### src/rtl/serial_cfg_port.sv
module serial_cfg_port #(
  parameter int PAYLOAD_W   = 20,
  parameter int SYNC_STAGES = 2
) (
  input  logic                 clk,
  input  logic                 rst_n,
  input  logic                 ser_clk,
  input  logic                 ser_data,
  input  logic                 ser_le,
  output logic [PAYLOAD_W-1:0] ref_word,
  output logic [PAYLOAD_W-1:0] main_word,
  output logic                 upd_stb,
  output logic                 upd_sel_ref,
  output logic                 proto_err
);
  localparam int WORD_W = PAYLOAD_W + 1;
  localparam int S      = SYNC_STAGES;

  logic [S:0]        sck_q, dat_q, le_q;
  logic [WORD_W-1:0] shreg;

  wire sck_rise = sck_q[S-1] & ~sck_q[S];
  wire le_rise  = le_q[S-1] & ~le_q[S];
  wire le_edge  = le_q[S-1] ^ le_q[S];
  wire sck_high = sck_q[S-1];
  wire dat_now  = dat_q[S-1];

  always_ff @(posedge clk or negedge rst_n) begin
    if (!rst_n) begin
      sck_q <= '0;
      dat_q <= '0;
      le_q  <= '1;
    end else begin
      sck_q <= {sck_q[S-1:0], ser_clk};
      dat_q <= {dat_q[S-1:0], ser_data};
      le_q  <= {le_q[S-1:0], ser_le};
    end
  end

  always_ff @(posedge clk or negedge rst_n) begin
    if (!rst_n)
      shreg <= '0;
    else if (sck_rise)
      shreg <= {shreg[WORD_W-2:0], dat_now};
  end

  always_ff @(posedge clk or negedge rst_n) begin
    if (!rst_n) begin
      ref_word    <= '0;
      main_word   <= '0;
      upd_stb     <= 1'b0;
      upd_sel_ref <= 1'b0;
      proto_err   <= 1'b0;
    end else begin
      upd_stb <= le_rise;
      if (le_rise) begin
        upd_sel_ref <= shreg[0];
        if (shreg[0]) ref_word  <= shreg[WORD_W-1:1];
        else          main_word <= shreg[WORD_W-1:1];
      end
      if (le_edge && sck_high)
        proto_err <= 1'b1;
    end
  end
endmodule


### config.mk
export PLATFORM = sky130hd
export DESIGN_NAME = serial_cfg_port
export DESIGN_NICKNAME = d
export VERILOG_FILES = /design/src/rtl/serial_cfg_port.sv
export SDC_FILE = /design/constraint.sdc
export NUM_CORES = 1
export LEC_CHECK = 0
export CAP_MARGIN = 20
export CORE_MARGIN = 2
export CORE_UTILIZATION = 55
export CTS_CLUSTER_SIZE = 30
export DETAILED_ROUTE_END_ITERATION = 10
export GPL_ROUTABILITY_DRIVEN = 0
export PLACE_DENSITY = 0.89
export SKIP_CTS_REPAIR_TIMING = 1
export SLEW_MARGIN = 40
export SYNTH_ARGS = -nofsm -noshare
export SYNTH_HDL_FRONTEND = slang
export SYNTH_SLANG_ARGS = --single-unit
### constraint.sdc
create_clock -name clk -period 2.85 [get_ports clk]
set_clock_uncertainty 0.1 [all_clocks]
set_input_delay 0.4275 -clock clk [delete_from_list [all_inputs] [get_ports clk]]
set_output_delay 0.4275 -clock clk [all_outputs]
set_load 0.02 [all_outputs]
==> flow_summary.ini <==
[outcome]
outcome = finished, final reports clean

[timing]
hold_viol_final = 0
tns_ns = 0
setup_violations = 0
slew_headroom_pct = 51.95
period_share_pct = 70.43
clock.fmax_mhz = 498.2
rsz0062_at_grt = no
setup_ws_ns = 0.8429
hold_slack_ns = 0.2514
worst_pin_slew_ns = 0.7183
maxSlewViolCount = 0
min_period_ns = 2.007

[clock_network]
cts.clk_slew.worst_paths_ns = 0.07
cts_buffers = 9
h-tree-depth = 3
cts_tree = done
cts_buffer_depth = 2
cts_root_buf = clkbuf_8
cts.sinks = 72
clkLatencyLatePin_ns = 0.35

[synth]
yosysSeqAreaShare_pct = 66.96
syn_area_per_cell_sq_um = 18.22
synth_area_leader_cell = dfrtp_1
synth_nets = 154
ys_warn_count = 0
synth_edf_count = 0
ys_ff_latch = 72
dominantRegCellSynth = dfrtp_1
synth_area_leaders = dfrtp_1, mux2_2, mux2_4
yosysUniqueCellTypes = 13
synth_cells = 148
yosysMostFrequentCell = dfrtp_1
synthArstFlopShare_pct = 100.0
synth_top_area_share_pct = 64.04
syn_area_sq_um = 2696
synth_common_cells = dfrtp_1, mux2_2, mux2_4, buf_6

[global_routing]
grt_max_degree = 40
grt_usage_pct = 20.52
grt_pass1_vias = 1561
grt_overflow = 0
antenna_found_initial = 0
grt_pass1_wl_um = 7921

[layout]
n_fill_cell = 296
syn2layout_area_growth_pct = 27.42
utilization_pct = 72.74
nets = 209
layout-drive-gt1-share_pct = 39.90
finalNonFillerCells = 275
diodes = 0

[power_and_ir_drop]
peakVddDrop_mv = 0.6418
powerDensity_nw_per_um2 = 998.7
leakage_uw = 0.001638

[die]
core_area_sq_um = 4723
ios = 48
rows = 25
die_x_um = 74.02
dieArea_sq_um = 5478
die_y_um = 74.02
start_util_pct = 57.09

[flow_run]
maxCapViolCount = 0

[routing]
vias = 1401
drc = 0
vias_per_cell = 5.095
ant_nets = 0
first_iter_violations = 92
wl_per_cell_um = 17.64
dr.pass1.iters = 4
drt_wl_total_um = 4851

[worst_setup_path]
critPathKind = reg -> reg
crit_path_end_kind = register
cp_data_required_time_ns = 2.98
cp-start-kind = register
worstPathMaxFanout = 21
arrival_ns = 2.14

[placed_design]
portBuffers = 47
pre_cts_ws_ns = 0.8709
dp_hpwl_um = 3127
placed_cells = 258

[worst_hold_path]
hp-class = reg -> reg
==> state kept, by name (all words and copies together), names as in the netlist <==
register     flops
main_word       20
shreg           21
upd_stb          1
sck_q            3
proto_err        1
le_q             3
dat_q            2
upd_sel_ref      1
ref_word        20
==> area by class of cell <==
type                       count  area [sq um]  area share, %
clock buffer                  14         182.7          5.317
clock inverter                 2         35.03          1.020
inverter                       3         11.26         0.3277
multi-input combinational     67         812.0          23.63
sequential                    72          1805          52.55
tap                           67         83.83          2.440
timing repair buffer          50         505.5          14.71
==> cells in the final DEF, fill, tap and decap left out <==
| cell | n |
|---|---|
| nor2b_2 | 1 |
| clkinv_2 | 1 |
| dfstp_2 | 3 |
| inv_1 | 3 |
| mux2_4 | 19 |
| clkbuf_1 | 1 |
| o21ai_0 | 1 |
| nand2_2 | 1 |
| nand2b_4 | 1 |
| ha_1 | 1 |
| bufinv_16 | 1 |
| clkdlybuf4s50_1 | 46 |
| dfrtp_1 | 69 |
| a21o_1 | 1 |
| mux2_1 | 2 |
| mux2_2 | 40 |
| buf_12 | 1 |
| dlygate4sd3_1 | 1 |
| buf_4 | 2 |
| clkbuf_8 | 13 |
==> final timing paths <==
| check | startpoint | endpoint | slack, ns | cells past startpoint |
|---|---|---|---|---|
| worst min register to register | dat_q[0]$_DFF_PN0_ | dat_q[1]$_DFF_PN0_ | 0.25 | 0 |
| max in group asynchronous | rst_n | shreg[9]$_DFFE_PN0P_ | 1.61 | 3 |
| worst min-delay path | dat_q[0]$_DFF_PN0_ | dat_q[1]$_DFF_PN0_ | 0.25 | 0 |
| min in group asynchronous | rst_n | upd_stb$_DFF_PN0_ | 0.49 | 2 |
| worst max register to register | le_q[2]$_DFF_PN1_ | ref_word[19]$_DFFE_PN0P_ | 0.84 | 4 |
| worst max-delay path | le_q[2]$_DFF_PN1_ | ref_word[19]$_DFFE_PN0P_ | 0.84 | 4 |
==> cells by family after synthesis <==
| group | Yosys count | share of synthesized area (%) |
|---|---|---|
| flip-flops | 72 | 66.96 |
| AO/OA/AOI/OAI | 2 | 0.4640 |
| buffers and inverters | 9 | 2.923 |
| multiplexers | 61 | 28.12 |
| adder cells (fa/ha/maj) | 1 | 0.4640 |
| AND/OR/NAND/NOR | 3 | 1.067 |
==> metal layers <==
layer	wire length [um]	up-vias	track usage (%)
met3	242	10	6.369
li1	-	616	-
met2	2368	44	31.55
met4	108	0	10.91
met1	2132	731	26.43
met5	0	-	0
==> stage by stage <==
stage | cell area [sq um] | power (uW)
2_1_floorplan | 2696 | 2082
3_3_place_gp | 3206 | 2541
3_5_place_dp | 3206 | 2595
4_1_cts | 3423 | 3457
5_1_grt | 3436 | 3592
6_report | 3436 | 3431
==> critical path: stages (launching register included) <==
cell and delay (ns):
dfstp_2 0.52, inv_1 0.04, ha_1 0.25, nand2_2 0.56, mux2_2 0.41
==> where the power goes <==
part           leakage [uW]  internal, uW  switching (uW)
registers          0.000915          1320             216
clock network      0.000113           499             360
logic              0.000610           602             438
No activity file was read; power rests on OpenSTA's default activity.
